File: src/rtl/cfg_pkg.sv
package cfg_pkg;
  localparam int DATA_W = 8;
  localparam int SPAN   = 8;

  typedef enum logic [2:0] {
    SEL_NONE,
    SEL_OPT,
    SEL_STS,
    SEL_PIN,
    SEL_SCK
  } sel_e;

  // Fixed field positions inside the byte-wide registers
  localparam int OPT_SRST_BIT = 7;
  localparam int STS_PWD_BIT  = 2;
  localparam int STS_INT_BIT  = 1;
  localparam int PIN_CHG_BIT  = 5;
  localparam int PIN_MSK_BIT  = 1;
  localparam int PIN_RDY_BIT  = 0;
  localparam int SCK_DRV_BIT  = 4;
endpackage

File: src/rtl/cfg_addr_dec.sv
module cfg_addr_dec
  import cfg_pkg::*;
#(
  parameter int ADDR_W = 11,
  parameter logic [ADDR_W-1:0] BASE = 11'h200
) (
  input  logic              acc_reg,
  input  logic              ide_mode,
  input  logic [ADDR_W-1:0] acc_addr,
  output sel_e              sel
);
  localparam logic [ADDR_W-1:0] LIMIT = ADDR_W'(SPAN);

  logic [ADDR_W-1:0] offs;

  always_comb begin
    offs = acc_addr - BASE;
    sel  = SEL_NONE;
    if (acc_reg && !ide_mode && !acc_addr[0] && acc_addr >= BASE && offs < LIMIT) begin
      case (offs[2:1])
        2'd0:    sel = SEL_OPT;
        2'd1:    sel = SEL_STS;
        2'd2:    sel = SEL_PIN;
        default: sel = SEL_SCK;
      endcase
    end
  end
endmodule

File: src/rtl/cfg_rdy_track.sv
module cfg_rdy_track (
  input  logic clk,
  input  logic rst,
  input  logic ready_raw,
  input  logic host_wr,
  input  logic host_mask,
  input  logic host_val,
  output logic chg
);
  logic ready_q;

  always_ff @(posedge clk) begin
    if (rst) begin
      ready_q <= ready_raw;
      chg     <= 1'b0;
    end else begin
      ready_q <= ready_raw;
      if (ready_raw != ready_q)
        chg <= 1'b1;
      else if (host_wr && host_mask)
        chg <= host_val;
    end
  end
endmodule

File: src/rtl/card_cfg_regs.sv
module card_cfg_regs
  import cfg_pkg::*;
#(
  parameter int ADDR_W = 11,
  parameter int IDX_W  = 6,
  parameter int SOCK_W = 4,
  parameter logic [ADDR_W-1:0] BASE = 11'h200
) (
  input  logic              clk,
  input  logic              rst,
  input  logic              ide_mode,
  input  logic              acc_reg,
  input  logic              acc_wr,
  input  logic              acc_rd,
  input  logic [ADDR_W-1:0] acc_addr,
  input  logic [DATA_W-1:0] acc_wdata,
  output logic [DATA_W-1:0] rd_data,
  input  logic              int_req,
  input  logic              irq_en,
  input  logic              ready_raw,
  output logic [IDX_W-1:0]  cfg_index,
  output logic              soft_rst,
  output logic              pwr_down,
  output logic              drive_id
);
  sel_e              sel;
  logic              wr_pin;
  logic              chg;
  logic [SOCK_W-1:0] sock_num;
  logic [DATA_W-1:0] rd_next;

  cfg_addr_dec #(.ADDR_W(ADDR_W), .BASE(BASE)) u_dec (
    .acc_reg  (acc_reg),
    .ide_mode (ide_mode),
    .acc_addr (acc_addr),
    .sel      (sel)
  );

  assign wr_pin = acc_wr && (sel == SEL_PIN);

  cfg_rdy_track u_trk (
    .clk       (clk),
    .rst       (rst),
    .ready_raw (ready_raw),
    .host_wr   (wr_pin),
    .host_mask (acc_wdata[PIN_MSK_BIT]),
    .host_val  (acc_wdata[PIN_CHG_BIT]),
    .chg       (chg)
  );

  always_ff @(posedge clk) begin
    if (rst) begin
      cfg_index <= '0;
      soft_rst  <= 1'b0;
      pwr_down  <= 1'b0;
      drive_id  <= 1'b0;
      sock_num  <= '0;
    end else if (acc_wr) begin
      case (sel)
        SEL_OPT: begin
          cfg_index <= acc_wdata[IDX_W-1:0];
          soft_rst  <= acc_wdata[OPT_SRST_BIT];
        end
        SEL_STS: pwr_down <= acc_wdata[STS_PWD_BIT];
        SEL_SCK: begin
          drive_id <= acc_wdata[SCK_DRV_BIT];
          sock_num <= acc_wdata[SOCK_W-1:0];
        end
        default: ;
      endcase
    end
  end

  always_comb begin
    rd_next = '0;
    case (sel)
      SEL_OPT: begin
        rd_next[IDX_W-1:0]   = cfg_index;
        rd_next[OPT_SRST_BIT] = soft_rst;
      end
      SEL_STS: begin
        rd_next[STS_PWD_BIT] = pwr_down;
        rd_next[STS_INT_BIT] = int_req && irq_en;
      end
      SEL_PIN: begin
        rd_next[PIN_CHG_BIT] = chg;
        rd_next[3:2]         = 2'b11;
        rd_next[PIN_RDY_BIT] = ready_raw;
      end
      SEL_SCK: begin
        rd_next[SOCK_W-1:0]  = sock_num;
        rd_next[SCK_DRV_BIT] = drive_id;
      end
      default: ;
    endcase
  end

  always_ff @(posedge clk) begin
    if (rst)
      rd_data <= '0;
    else
      rd_data <= acc_rd ? rd_next : '0;
  end
endmodule

File: config.mk
export PLATFORM = sky130hd
export DESIGN_NAME = card_cfg_regs
export DESIGN_NICKNAME = d
export VERILOG_FILES = /design/src/rtl/cfg_pkg.sv /design/src/rtl/cfg_addr_dec.sv /design/src/rtl/cfg_rdy_track.sv /design/src/rtl/card_cfg_regs.sv
export SDC_FILE = /design/constraint.sdc
export NUM_CORES = 1
export LEC_CHECK = 0
export BUFFER_PORTS_ARGS = -buffer_cell sky130_fd_sc_hd__buf_2
export CORE_MARGIN = 4
export CORE_UTILIZATION = 30
export DETAILED_ROUTE_END_ITERATION = 8
export GPL_TIMING_DRIVEN = 0
export PLACE_DENSITY = 0.66
export SLEW_MARGIN = 20
export SYNTH_ARGS = -nofsm -noshare
export SYNTH_HDL_FRONTEND = slang
export SYNTH_SLANG_ARGS = --single-unit
File: constraint.sdc
create_clock -name clk -period 3.95 [get_ports clk]
set_clock_uncertainty 0.1 [all_clocks]
set_input_delay 0.395 -clock clk [delete_from_list [all_inputs] [get_ports clk]]
set_output_delay 0.395 -clock clk [all_outputs]
set_load 0.005 [all_outputs]
==> run_results.csv <==
group,metric,value,unit
placed_design,gp_congestion,0.817,
clock_tree,post_cts_resized,0,
layout,syn_to_final_growth,29.3,%
placed_design,portBuffers,42,
worst_setup_path,crit_required,4.10,ns
placed_design,place_ws,1.63,ns
yosys,synth.most_common_cell,"dfxtp_1",
global_routing,grt_util_all_layers,0.124,
die,die_x,66.8,um
outcome,run_status,"finished, final reports clean",
global_routing,grt_pass1_vias,985,
die,die_h,66.8,um
power,netSwitchingPower,89.1,uW
power,total_leakage_power,0.613,nW
clock_tree,clkLatencyLatePin,0.30,ns
die,ios,45,
power,p_clk_frac,0.309,
sta,relSlewSlack,0.595,
sta,setup_viol,0,
clock_tree,cts_buffers,3,
yosys,yosysTopAreaCell,"dfxtp_1",
clock_tree,root_buffer,"clkbuf_4",
worst_setup_path,end_kind,"register",
routing,via_per_inst,4.90,
die,core-area,3340,sq um
yosys,netlist_top_cells_count,"22 x dfxtp_1, 11 x nand3_1, 11 x nor2_1, 8 x mux2i_1, 8 x o21ai_0",
global_routing,grt_first_pass_wirelength,4200,um
yosys,syn_avg_cell_area,9.87,sq um
layout,layout.nets,183,
sta,grt_setup_unrepaired,"no",
yosys,netlist_area,1040,sq um
routing,ant_nets,0,
worst_setup_path,cp_max_fo,5,
sta,period_minus_slack,2.04,ns
clock_tree,postCtsHoldBufs,0,
layout,drive_gt1_frac,0.364,
routing,drt_iter0_markers,28,
placed_design,place_area,1300,sq um
yosys,synth_top_area_share,0.425,
hold_path,hold_path.class,"in2reg",
yosys,netlist_instances,105,
power,p_per_area,291,nW/um^2
power,power.total,389,uW
yosys,synthArstFlopShare,0,
yosys,yosysSeqAreaShare,0.425,
routing,drt_wl_total,2600,um
power,power_frac_seq,0.575,
clock_tree,clkSlewWorstSetupHoldPaths,0.11,ns
routing,wl_per_cell,13.2,um
yosys,synth_area_leaders,"dfxtp_1 43%, mux2i_1 7.7%, nor4b_4 6.9%",
routing,vias,966,
sta,tns,0,ns
yosys,synth.distinct_cells,32,
clock_tree,post_cts_buffers,0,
global_routing,grt_overflow,0,
yosys,synth_nets,136,
worst_setup_path,cp-start-kind,"primary input",
clock_tree,htree_levels,1,
routing,drc,0,
worst_setup_path,critPathSlowestCell,"nor4b_1",
yosys,synth-edff-count,0,
power,vdd_drop_max,80.6,uV
worst_setup_path,path_cells,"buf_2 -> inv_1 -> ha_1 -> nor4b_1 -> nand3_1 -> nor2_1 -> a221o_1",
worst_setup_path,slowest_delay,0.58,ns
sta,period_share,0.516,
placed_design,hpwl,2090,um
clock_tree,cts_sinks,22,
power,internal_power,300,uW
power,p_comb_frac,0.116,
layout,final_area,1340,sq um
power,swShare,0.229,
sta,fmax,491,MHz
global_routing,antenna_found_initial,0,
sta,timing.final.ws_setup,1.91,ns
flow_run,drv_cap,0,
sta,tightest_slew,0.598,ns
global_routing,grt_max_degree,13,
layout,n_antenna_cell,0,
die,initial_core_util,0.310,
yosys,synth_warnings,0,
sta,finalHoldViolations,0,
sta,whs,0.131,ns
routing,drtPass1Iterations,4,
clock_tree,cts_tree,"built",
die,die_area,4460,sq um
worst_setup_path,critPathArrivalTime,2.19,ns
yosys,ys_ff_latch,22,
die,rows,21,
yosys,synth_flop_cell,"dfxtp_1",
sta,drv_slew,0,
worst_setup_path,worstSetupPathType,"in2reg",
clock_tree,cts.path.max_buffers,2,
[worst paths after layout]
kind                start  depth (start not counted)            end  slack (ns)
max           acc_addr[1]                          7     rd_data[2]        1.91
min             ready_raw                          1  u_trk.ready_q        0.13
min reg2reg   sock_num[3]                          1     rd_data[3]        0.37
max reg2reg  cfg_index[2]                          3     rd_data[2]        2.98
[cells in the final DEF, fill, tap and decap left out, types with 2 or more instances in the layout]
master,n
a221o_1,2
nor2_1,11
mux2i_1,8
o2bb2ai_1,2
inv_1,2
nor4b_1,3
a21oi_1,7
o21ai_0,8
dfxtp_1,22
nor4b_4,3
nand3_1,11
buf_2,43
clkbuf_4,3
ha_1,3
clkbuf_1,2
nor3_1,3
[worst max-delay path, delay by kind of cell]
kind,cells,cell delay (ns)
AO/OA/AOI/OAI,1,0.23
adder cells (fa/ha/maj),1,0.31
buffers and inverters,2,0.14
AND/OR/NAND/NOR,3,1.12
[routing by layer]
| metal | GRT usage | share of wire |
|---|---|---|
| met5 | 0 | 0 |
| met4 | 0.0381 | 0.0088 |
| met3 | 0.0219 | 0.067 |
| met2 | 0.224 | 0.49 |
| met1 | 0.148 | 0.43 |
[power by group through the flow]
| stage | registers, mW | logic (mW) | clock network (mW) |
|---|---|---|---|
| 6_report | 0.224 | 0.0453 | 0.120 |
| 3_3_place_gp | 0.229 | 0.0436 | 0 |
| 2_1_floorplan | 0.229 | 0.0221 | 0 |
| 4_1_cts | 0.224 | 0.0450 | 0.124 |
| 3_5_place_dp | 0.229 | 0.0449 | 0 |
| 5_1_grt | 0.224 | 0.0503 | 0.135 |
[stage by stage]
| step | utilization | cells |
|---|---|---|
| 2_1_floorplan | - | 105 |
| 3_3_place_gp | 0.391 | 193 |
| 3_5_place_dp | 0.391 | 193 |
| 4_1_cts | 0.402 | 197 |
| 5_1_grt | 0.402 | 197 |
| 6_report | 0.402 | 197 |
[kinds of logic after synthesis]
kind of cell / synth area share
compound gates: 0.133
xor+xnor: 0.00846
fa+ha+maj: 0.0362
buf+inv: 0.0266
flops: 0.425
mux: 0.0773
other cells: 0.00362
simple gates: 0.290
[area by class of cell]
class	count	area, sq um
fillers	357	2000
multi-input cells	77	568
flip-flops and latches	22	440
repair buffers	42	210
well taps	46	57.6
clock buffers	4	36.3
plain buffers	4	20.0
inverters	2	7.51
[state kept, by name (all words and copies together) (netlist names)]
name and cells:
u_trk.ready_q 1, pwr_down 1, drive_id 1, sock_num 4
cfg_index 6, u_trk.chg 1, soft_rst 1, rd_data 7
Power figures use the tool's default switching activity.
